==> config.mk <==
export PLATFORM = sky130hd
export DESIGN_NAME = imm_cmp_unit
export DESIGN_NICKNAME = d
export VERILOG_FILES = /design/src/rtl/imm_cmp_pkg.sv /design/src/rtl/imm_cmp_decode.sv /design/src/rtl/imm_cmp_prefix.sv /design/src/rtl/imm_cmp_alu.sv /design/src/rtl/imm_cmp_unit.sv
export SDC_FILE = /design/constraint.sdc
export NUM_CORES = 1
export LEC_CHECK = 0
export BUFFER_PORTS_ARGS = -buffer_cell sky130_fd_sc_hd__buf_2
export CORE_AREA = 2 2 106 108
export CTS_CLUSTER_DIAMETER = 120
export CTS_CLUSTER_SIZE = 10
export DETAILED_ROUTE_END_ITERATION = 10
export DIE_AREA = 0 0 108 110
export PLACE_DENSITY = 0.74
export SETUP_SLACK_MARGIN = 0.3
export SKIP_LAST_GASP = 1
export SLEW_MARGIN = 40
export SYNTH_ARGS = -nofsm -noshare
export SYNTH_HDL_FRONTEND = slang
export SYNTH_SLANG_ARGS = --single-unit
==> constraint.sdc <==
create_clock -name clk -period 4.5 [get_ports clk]
set_input_delay 0.9 -clock clk [delete_from_list [all_inputs] [get_ports clk]]
set_output_delay 0.9 -clock clk [all_outputs]
set_load 0.05 [all_outputs]
==> src/rtl/imm_cmp_pkg.sv <==
package imm_cmp_pkg;

    localparam int INSTR_W    = 16;
    localparam int IMM7_W     = 7;
    localparam int REG_IDX_W  = 3;
    localparam int CMP_OPC_W  = 6;
    localparam int EXT_OPC_W  = 3;
    localparam int EXT_W      = 13;

    localparam logic [CMP_OPC_W-1:0] CMP_OPC = 6'b011100;
    localparam logic [EXT_OPC_W-1:0] EXT_OPC = 3'b110;

    // Number of prefix payloads kept at most
    localparam int PFX_DEPTH  = 2;

    typedef enum logic [1:0] {
        INS_NONE  = 2'd0,
        INS_EXT   = 2'd1,
        INS_CMP   = 2'd2,
        INS_OTHER = 2'd3
    } ins_kind_e;

endpackage

==> src/rtl/imm_cmp_decode.sv <==
module imm_cmp_decode
    import imm_cmp_pkg::*;
(
    input  logic                 valid_i,
    input  logic [INSTR_W-1:0]   instr_i,
    output ins_kind_e            kind_o,
    output logic [REG_IDX_W-1:0] reg_idx_o,
    output logic [IMM7_W-1:0]    imm7_o,
    output logic [EXT_W-1:0]     ext_payload_o
);

    logic [CMP_OPC_W-1:0] cmp_field;
    logic [EXT_OPC_W-1:0] ext_field;

    always_comb begin
        cmp_field     = instr_i[INSTR_W-1 -: CMP_OPC_W];
        ext_field     = instr_i[INSTR_W-1 -: EXT_OPC_W];
        reg_idx_o     = instr_i[IMM7_W +: REG_IDX_W];
        imm7_o        = instr_i[IMM7_W-1:0];
        ext_payload_o = instr_i[EXT_W-1:0];

        if (!valid_i) begin
            kind_o = INS_NONE;
        end else if (ext_field == EXT_OPC) begin
            kind_o = INS_EXT;
        end else if (cmp_field == CMP_OPC) begin
            kind_o = INS_CMP;
        end else begin
            kind_o = INS_OTHER;
        end
    end

endmodule

==> src/rtl/imm_cmp_prefix.sv <==
module imm_cmp_prefix
    import imm_cmp_pkg::*;
#(
    parameter int DATA_W = 24
)(
    input  logic              clk,
    input  logic              rst_n,
    input  ins_kind_e         kind_i,
    input  logic              delay_slot_i,
    input  logic [EXT_W-1:0]  ext_payload_i,
    input  logic [IMM7_W-1:0] imm7_i,
    output logic [DATA_W-1:0] imm_o
);

    localparam int HI_W  = DATA_W - EXT_W - IMM7_W;
    localparam int CNT_W = $clog2(PFX_DEPTH + 1);
    localparam int MID_W = EXT_W + IMM7_W;

    typedef struct packed {
        logic [CNT_W-1:0] cnt;
        logic [HI_W-1:0]  hi;
        logic [EXT_W-1:0] mid;
    } pfx_state_t;

    pfx_state_t st_d, st_q;

    // Next-state: shift payloads on a prefix, clear on any other consumed word
    always_comb begin
        st_d = st_q;
        unique case (kind_i)
            INS_EXT: begin
                st_d.hi  = st_q.mid[HI_W-1:0];
                st_d.mid = ext_payload_i;
                if (st_q.cnt < CNT_W'(PFX_DEPTH)) begin
                    st_d.cnt = st_q.cnt + 1'b1;
                end
            end
            INS_CMP, INS_OTHER: begin
                st_d = '0;
            end
            default: begin
                st_d = st_q;
            end
        endcase
    end

    // Immediate assembly for the word presented this cycle
    always_comb begin
        imm_o = '0;
        if (delay_slot_i || st_q.cnt == '0) begin
            imm_o = {{(DATA_W-IMM7_W){1'b0}}, imm7_i};
        end else if (st_q.cnt == CNT_W'(1)) begin
            imm_o = {{(DATA_W-MID_W){1'b0}}, st_q.mid, imm7_i};
        end else begin
            imm_o = {st_q.hi, st_q.mid, imm7_i};
        end
    end

    always_ff @(posedge clk or negedge rst_n) begin
        if (!rst_n) begin
            st_q <= '0;
        end else begin
            st_q <= st_d;
        end
    end

endmodule

==> src/rtl/imm_cmp_alu.sv <==
module imm_cmp_alu #(
    parameter int DATA_W = 24
)(
    input  logic [DATA_W-1:0] lhs_i,
    input  logic [DATA_W-1:0] rhs_i,
    output logic              borrow_o,
    output logic              zero_o
);

    logic [DATA_W:0] diff;

    always_comb begin
        diff     = {1'b0, lhs_i} - {1'b0, rhs_i};
        borrow_o = diff[DATA_W];
        zero_o   = (diff[DATA_W-1:0] == '0);
    end

endmodule

==> src/rtl/imm_cmp_unit.sv <==
module imm_cmp_unit
    import imm_cmp_pkg::*;
#(
    parameter int DATA_W = 24
)(
    input  logic                                clk,
    input  logic                                rst_n,
    input  logic                                instr_valid,
    input  logic [INSTR_W-1:0]                  instr,
    input  logic                                delay_slot,
    input  logic [(2**REG_IDX_W)*DATA_W-1:0]    rf_rdata,
    output logic                                flag_c,
    output logic                                flag_z,
    output logic                                cmp_done,
    output logic [DATA_W-1:0]                   cmp_imm
);

    localparam int NREG = 2 ** REG_IDX_W;

    typedef struct packed {
        logic              c;
        logic              z;
        logic              done;
        logic [DATA_W-1:0] imm;
    } res_state_t;

    ins_kind_e            kind;
    logic [REG_IDX_W-1:0] reg_idx;
    logic [IMM7_W-1:0]    imm7;
    logic [EXT_W-1:0]     ext_payload;
    logic [DATA_W-1:0]    imm_full;
    logic [DATA_W-1:0]    reg_val;
    logic                 borrow;
    logic                 zero;
    logic [DATA_W-1:0]    rf_arr [NREG];

    res_state_t res_d, res_q;

    imm_cmp_decode u_decode (
        .valid_i       (instr_valid),
        .instr_i       (instr),
        .kind_o        (kind),
        .reg_idx_o     (reg_idx),
        .imm7_o        (imm7),
        .ext_payload_o (ext_payload)
    );

    imm_cmp_prefix #(.DATA_W(DATA_W)) u_prefix (
        .clk           (clk),
        .rst_n         (rst_n),
        .kind_i        (kind),
        .delay_slot_i  (delay_slot),
        .ext_payload_i (ext_payload),
        .imm7_i        (imm7),
        .imm_o         (imm_full)
    );

    generate
        for (genvar g = 0; g < NREG; g++) begin : g_rf
            assign rf_arr[g] = rf_rdata[g*DATA_W +: DATA_W];
        end
    endgenerate

    assign reg_val = rf_arr[reg_idx];

    imm_cmp_alu #(.DATA_W(DATA_W)) u_alu (
        .lhs_i    (reg_val),
        .rhs_i    (imm_full),
        .borrow_o (borrow),
        .zero_o   (zero)
    );

    always_comb begin
        res_d      = res_q;
        res_d.done = 1'b0;
        if (kind == INS_CMP) begin
            res_d.c    = borrow;
            res_d.z    = zero;
            res_d.done = 1'b1;
            res_d.imm  = imm_full;
        end
    end

    always_ff @(posedge clk or negedge rst_n) begin
        if (!rst_n) begin
            res_q <= '0;
        end else begin
            res_q <= res_d;
        end
    end

    assign flag_c   = res_q.c;
    assign flag_z   = res_q.z;
    assign cmp_done = res_q.done;
    assign cmp_imm  = res_q.imm;

endmodule

==> results of run 1 <==
[sequential cells by signal, summed over array words and instances (netlist names)]
name and flops:
cmp_imm 24, u_prefix.st_q 19, cmp_done 1, flag_c 1
flag_z 1
[final cells by class]
type / count / area (sq um)
inverter: 31 / 116
fill: 989 / 4290
timing repair buffer: 275 / 1530
antenna: 1 / 2.50
multi-input combinational: 376 / 3350
clock buffer: 6 / 72.6
clock inverter: 2 / 13.8
tap: 140 / 175
sequential: 46 / 1150
[through the flow]
stage	utilization (%)	setup TNS [ns]
6_report	59.9	0
5_1_grt	59.9	0
4_1_cts	59.0	0
3_5_place_dp	58.0	-0.187
3_3_place_gp	58.0	-0.0758
2_1_floorplan	-	0
[cells by family (layout without fill, tap and decap cells)]
group | after synthesis | in the layout
other | 0 | 1
xor gates and xnor gates | 11 | 11
adders and majority gates | 27 | 27
muxes | 75 | 75
and+or+nand+nor | 146 | 146
AOI/OAI and AO/OA | 117 | 117
buffers and inverters | 63 | 314
DFF | 46 | 46
[path summary, 6_finish.rpt]
kind / depth (start not counted) / to / start
min: 2 / cmp_imm[12]$_DFFE_PN0P_ / cmp_imm[12]$_DFFE_PN0P_
min reg2reg: 2 / cmp_imm[12]$_DFFE_PN0P_ / cmp_imm[12]$_DFFE_PN0P_
max: 15 / flag_z$_DFFE_PN0P_ / instr[7]
min in group asynchronous: 1 / cmp_imm[5]$_DFFE_PN0P_ / rst_n
max in group asynchronous: 1 / cmp_imm[13]$_DFFE_PN0P_ / rst_n
max reg2reg: 15 / flag_z$_DFFE_PN0P_ / u_prefix.st_q[17]$_DFFE_PN0P_
[metal layers]
layer / up-vias / track usage (%)
met5: - / 0
met3: 17 / 3.41
met2: 200 / 47.1
li1: 2298 / -
met1: 2377 / 34.8
met4: 2 / 6.41
[worst min-delay path: cells and delay by family, from the launching register on]
| kind | cells | cell delay [ns] |
|---|---|---|
| compound gates | 1 | 0.06 |
| simple gates | 1 | 0.05 |
| flops | 1 | 0.34 |
[repair_timing]
item,4_1_cts,5_1_grt
resized for setup,2,20
pin swaps,3,5
buffers inserted,2,1
endpoints found under the setup margin,1,2
[placed cells by master (no fill, tap or decap), types with 3 or more instances in the layout]
master / n
nand2_1: 81
mux2i_1: 3
a211oi_1: 4
a21oi_1: 16
nor2_1: 23
xnor2_1: 6
nand3_1: 5
nand2b_1: 9
buf_12: 3
o22ai_1: 3
o21ai_1: 3
o21ai_0: 47
mux4_2: 48
mux2_2: 23
a31oi_1: 5
dfrtp_1: 46
clkbuf_8: 5
o21ai_2: 3
buf_4: 33
a21oi_2: 7
nand4_1: 5
ha_2: 5
ha_1: 18
xor2_1: 5
inv_1: 31
ha_4: 3
buf_2: 236
[power by group through the flow]
stage	clock [W]	sequential [W]	combinational, W
finish	0.000250	0.000439	0.000753
global route	0.000271	0.000441	0.000820
CTS	0.000256	0.000439	0.000728
detailed placement	0	0.000447	0.000721
global placement	0	0.000446	0.000719
floorplan	0	0.000481	0.000440
==> key figures, run 1 <==
Detailed routing
  • DRC: 0
  • M1 wire length: 6660 um
  • Post-route ant nets: 0
  • Top Layer Used: met5
  • Final wirelength: 15800 um
  • Met3 WL: 966 um
  • Detail Route met2 WL: 8020 um
  • DRT iter0 DRCs: 302
  • Post-detailed-route wirelength per cell: 18.1 um
  • Vias per cell: 5.58
  • Vias after detailed routing: 4894
  • First drt pass iteration count: 4

Logic synthesis
  • Yosys reg bits: 46
  • Count leader, synth: nand2_1
  • Complex-gate fraction of the synthesized area: 16.0%
  • Post-synth EDFFs: 0
  • Synth top area cells: dfrtp_1, mux4_2, ha_1
  • Post-synth top area share: 24.8%
  • Gate Count Post-Synth: 485
  • Post-synthesis mux area share: 29.7%
  • Synthesized-area fraction occupied by and/or/nand/nor cells: 14.3%
  • Fraction of registers with async set/reset: 100%
  • Syn nets: 724
  • Yosys cell types: 62
  • Yosys warnings: 0
  • Largest family of logic cells by synthesized area: multiplexers
  • Mapped Area: 0.00465 sq mm
  • Commonest cells in the netlist: nand2_1, mux4_2, o21ai_0
  • Sequential element share of the synthesized area: 24.8%
  • Area share of fa/ha/maj cells after synthesis: 7.43%
  • Ys flop type: dfrtp_1
  • Post-Synth XOR/XNOR Area: 2.07%
  • Synth Area per Inst: 9.59 sq um
  • Synth area leader: dfrtp_1

Flow run
  • Max Cap Violations: 0

Critical path
  • CP cell instances: buf_8 -> buf_12 -> buf_4 -> mux4_2 -> mux2_2 -> ha_2 -> nor2b_2 -> a2111oi_4 -> o21ai_1 -> nor4_1 -> o211ai_1 -> nor4b_2 -> nand4_1 -> or4_1 -> o31ai_2
  • Startpoint type of the worst setup path: primary input
  • Critical Path Slowest Stage Cell: mux4_2
  • Peak per-stage delay on the critical path: 0.50 ns
  • Crit-path max FO: 8
  • Setup Crit Path Kind: in -> reg
  • Worst EP arrival: 4.31 ns
  • Worst path required time: 4.71 ns
  • Top delay family on crit path: simple AND/OR/NAND/NOR gates
  • CP Capture Type: flip-flop
  • Worst R2R Setup Slack: 0.93 ns
  • Worst Path Buf+Inv: 3

Clock network
  • CTS tree: built
  • CTS buffer count: 5
  • Largest buffer count on any clock path: 2
  • Clock sinks: 46
  • Worst-path clk slew: 0.08 ns
  • Clk_lat worst skew: 0.30 ns
  • Hold buffers post-CTS: 0
  • H-tree level count: 2
  • Root Buffer: clkbuf_8

Power
  • Switch share: 36.8%
  • Switching pwr: 0.000531 W
  • Power share of the sequential group: 30.4%
  • Max VDD drop: 0.161 mV
  • Internal: 0.000911 W
  • Leakage: 2.99 nW
  • Combinational cell fraction of total power: 52.2%
  • Clock power share: 17.3%
  • Power Density: 225 mW/mm^2
  • Total chip power: 0.00144 W

STA
  • Min Tclk post-route: 4.10 ns
  • Worst Skew: 0.00739 ns
  • RSZ-0062 raised after global routing: yes
  • Hold_ws: 0.480 ns
  • Final-report hold violation count: 0
  • Worst-Margin Slew: 0.568 ns
  • Setup slack after layout: 0.402 ns
  • Final setup viols: 0
  • Fmax: 244 MHz
  • Pins Over Slew Limit: 0
  • Tcrit/Tclk final: 91.1%
  • Worst relative slew slack: 62.1%

Place
  • Area after DPL: 0.00620 sq mm
  • Placer congestion estimate: 0.947
  • Placed Cells: 865
  • Pre-CTS setup slack: -0.187 ns
  • DP Wirelength: 13500 um
  • Port Buffers: 238

GRT
  • Vias in the first global route: 4965
  • Tot GR Track Use: 26.6%
  • First-pass GRT wire length: 24600 um
  • Largest net degree at the start of global routing: 52
  • Antenna violations before repair: 2
  • GRT overflow: 0

Floorplanning
  • Full die area: 0.0119 sq mm
  • # IOs: 239
  • Core area: 0.0107 sq mm
  • Row count: 38
  • Starting Density: 43.5%
  • Die Wd: 108 um
  • Die extent in y: 110 um

Cells and area
  • Area growth from synthesis to layout: 37.8%
  • Final non-filler cell total: 877
  • Final layout net count: 974
  • Final Instance Area: 0.00641 sq mm
  • Share of cells above drive strength 1: 52.9%

Min path
  • HP Class: reg -> reg

Run status
  • Outcome: finished, final reports clean
Note: power is estimated with default switching activity, not from simulation.
==> run 2, diff against run 1 <==
--- a/config.mk
+++ b/config.mk
@@ -5,13 +5,13 @@
 export SDC_FILE = /design/constraint.sdc
 export NUM_CORES = 1
 export LEC_CHECK = 0
-export BUFFER_PORTS_ARGS = -buffer_cell sky130_fd_sc_hd__buf_2
 export CORE_AREA = 2 2 106 108
 export CTS_CLUSTER_DIAMETER = 120
 export CTS_CLUSTER_SIZE = 10
 export DETAILED_ROUTE_END_ITERATION = 10
 export DIE_AREA = 0 0 108 110
-export PLACE_DENSITY = 0.74
+export DONT_BUFFER_PORTS = 1
+export PLACE_DENSITY = 0.55
 export SETUP_SLACK_MARGIN = 0.3
 export SKIP_LAST_GASP = 1
 export SLEW_MARGIN = 40
==> run 2 against run 1 <==
Against the previous run:
- sequential share of layout area increased by 5.6 points
- hold slack got worse by 0.19 ns
- final area decreased by 24%
- clock power increased by 51%
- maximum frequency increased by 6.0%
- sequential power increased by 8.7%
- critical path type unchanged
- critical endpoint unchanged
==> key figures, run 2 (synthesis gave the netlist of run 1 again) <==
Clock network
  • Worst-path clk slew: 0.09 ns (about the same)
  • Largest buffer count on any clock path: 2 (unchanged)
  • CTS resizes: 0 (-2)
  • Post-CTS Setup Inserts: 0 (-2)
  • Hold buffers post-CTS: 0 (unchanged)
  • H-tree level count: 2 (unchanged)
  • Clock sinks: 46 (unchanged)
  • CTS buffer count: 5 (unchanged)
  • Clk_lat worst skew: 0.30 ns (about the same)
  • CTS tree: built
  • Root Buffer: clkbuf_8

Floorplanning
  • Full die area: 0.0119 sq mm (unchanged)
  • Die extent in y: 110 um (unchanged)
  • Core area: 0.0107 sq mm (unchanged)
  • Starting Density: 43.5% (unchanged)
  • Die Wd: 108 um (unchanged)
  • # IOs: 239 (unchanged)
  • Row count: 38 (unchanged)

Critical path
  • Setup crit start: instr[7]
  • Critical Path Slowest Stage Cell: mux4_2
  • Crit-path max FO: 49 (+41)
  • CP cell instances: mux4_2 -> mux2_2 -> ha_1 -> nor2b_1 -> a2111oi_2 -> o21ai_1 -> nor4_1 -> o211ai_1 -> nor4b_1 -> nand4_1 -> or4_1 -> o31ai_2
  • Reg-to-reg startpoint: u_prefix.st_q[17]$_DFFE_PN0P_
  • Worst EP arrival: 4.08 ns (-0.23 ns)
  • CP Capture Type: flip-flop
  • Startpoint type of the worst setup path: primary input
  • Setup Crit Path Kind: in -> reg
  • Worst Path Buf+Inv: 0 (-3)
  • Top delay family on crit path: simple AND/OR/NAND/NOR gates
  • Peak per-stage delay on the critical path: 0.47 ns (-0.03 ns)
  • Worst path required time: 4.71 ns (about the same)

GRT
  • Largest net degree at the start of global routing: 52 (unchanged)
  • Antenna violations before repair: 0 (-2)
  • Vias in the first global route: 3762 (-24%)
  • Tot GR Track Use: 22.0% (-4.6 points)
  • First-pass GRT wire length: 20000 um (-18%)
  • GRT overflow: 0 (unchanged)

STA
  • Fmax: 259 MHz (+6.0%)
  • Hold_ws: 0.286 ns (-0.194 ns)
  • Setup slack after layout: 0.632 ns (+0.230 ns)
  • Worst Skew: 0.00649 ns (-0.000904 ns)
  • Tcrit/Tclk final: 85.9% (-5.1 points)
  • Min Tclk post-route: 3.87 ns (-0.230 ns)
  • Final-report hold violation count: 0 (unchanged)
  • Pins Over Slew Limit: 0 (unchanged)
  • Worst relative slew slack: 58.5% (-3.6 points)
  • Final setup viols: 0 (unchanged)
  • Sum of negative setup slack: 0 ns (unchanged)
  • Worst-Margin Slew: 0.622 ns (+0.0539 ns)
  • RSZ-0062 raised after global routing: no

Detailed routing
  • Post-route ant nets: 0 (unchanged)
  • DRT iter0 DRCs: 221 (-27%)
  • DRC: 0 (unchanged)
  • Final wirelength: 13100 um (-17%)
  • Vias after detailed routing: 3716 (-24%)
  • Vias per cell: 6.15 (+10%)
  • First drt pass iteration count: 4 (unchanged)
  • Post-detailed-route wirelength per cell: 21.7 um (+20%)

Place
  • Placer congestion estimate: 0.912 (-3.8%)
  • Port Buffers: 0 (-100%)
  • DP Wirelength: 10900 um (-19%)
  • Pre-CTS setup slack: 0.328 ns (+0.515 ns)
  • Placed Cells: 596 (-31%)

Power
  • Max VDD drop: 0.228 mV (+42%)
  • Switch share: 32.1% (-4.7 points)
  • Internal: 0.000914 W (+0.34%)
  • Leakage: 1.85 nW (-38%)
  • Clock power share: 28.0% (+11 points)
  • Power Density: 276 mW/mm^2 (+23%)
  • Switching pwr: 0.000433 W (-19%)
  • Power share of the sequential group: 35.4% (+5.0 points)
  • Combinational cell fraction of total power: 36.6% (-16 points)

Run status
  • Outcome: finished, final reports clean

Cells and area
  • ANT cells: 0 (-1)
  • Share of cells above drive strength 1: 22.8% (-30 points)
  • Max reg flops: 24 (unchanged)
  • Final layout net count: 702 (-28%)
  • Commonest cells after routing, fill and taps aside: nand2_1, mux4_2, o21ai_0
  • Final non-filler cell total: 604 (-31%)
  • Final core area utilization: 45.6% (-14 points)
  • Area growth from synthesis to layout: 4.90%
  • Commonest non-fill, non-tap cell in the layout: nand2_1

Flow run
  • Max Cap Violations: 0 (unchanged)

Min path
  • HP Class: in -> async
## run 2: changes by cell type in the layout (fill, tap and decap cells not counted), sizes merged
cell / before / now
diode: 1 / 0
bufinv: 0 / 2
buf: 275 / 3
clkinv: 2 / 0
## run 2: final timing paths
| check | endpoint | cells past startpoint | slack [ns] |
|---|---|---|---|
| worst max-delay path | flag_z$_DFFE_PN0P_ | 12 | 0.63 |
| worst min-delay path | u_prefix.st_q[4]$_DFFE_PN0P_ | 0 | 0.29 |
| worst max register to register | flag_z$_DFFE_PN0P_ | 15 | 0.69 |
| worst min register to register | u_prefix.st_q[15]$_DFFE_PN0P_ | 2 | 0.52 |
| max in group asynchronous | u_prefix.st_q[12]$_DFFE_PN0P_ | 0 | 4.12 |
| min in group clk | u_prefix.st_q[15]$_DFFE_PN0P_ | 2 | 0.52 |
## run 2: power by group through the flow
| stage | logic (W) | registers (W) | clock network, W |
|---|---|---|---|
| after global routing | 0.000547 | 0.000479 | 0.000401 |
| final | 0.000493 | 0.000477 | 0.000377 |
| after detailed placement | 0.000492 | 0.000485 | 0 |
| after CTS | 0.000496 | 0.000477 | 0.000387 |
| after floorplan | 0.000440 | 0.000481 | 0 |
| after global placement | 0.000494 | 0.000485 | 0 |
## run 2: layer usage
layer | vias to the layer above | GRT usage [%] | wire length, um
met5 | - | 0 | 0
met4 | 0 | 4.03 | 163
met2 | 176 | 38.2 | 6420
met1 | 1781 | 29.6 | 5500
met3 | 11 | 3.59 | 999
li1 | 1748 | - | -
## run 2: area by class of cell
class / count / area [sq um]
clock buffers: 6 / 82.6
clock inverters: 2 / 60.1
fillers: 1064 / 5820
inverters: 31 / 116
multi-input cells: 376 / 3270
flip-flops and latches: 46 / 1150
well taps: 140 / 175
repair buffers: 3 / 22.5
## run 2: per-stage QoR
stage               instance area [sq um]  total power (W)
finish                               4880          0.00135
global route                         4880          0.00143
CTS                                  4880          0.00136
detailed placement                   4740         0.000978
global placement                     4740         0.000978
floorplan                            4760         0.000921
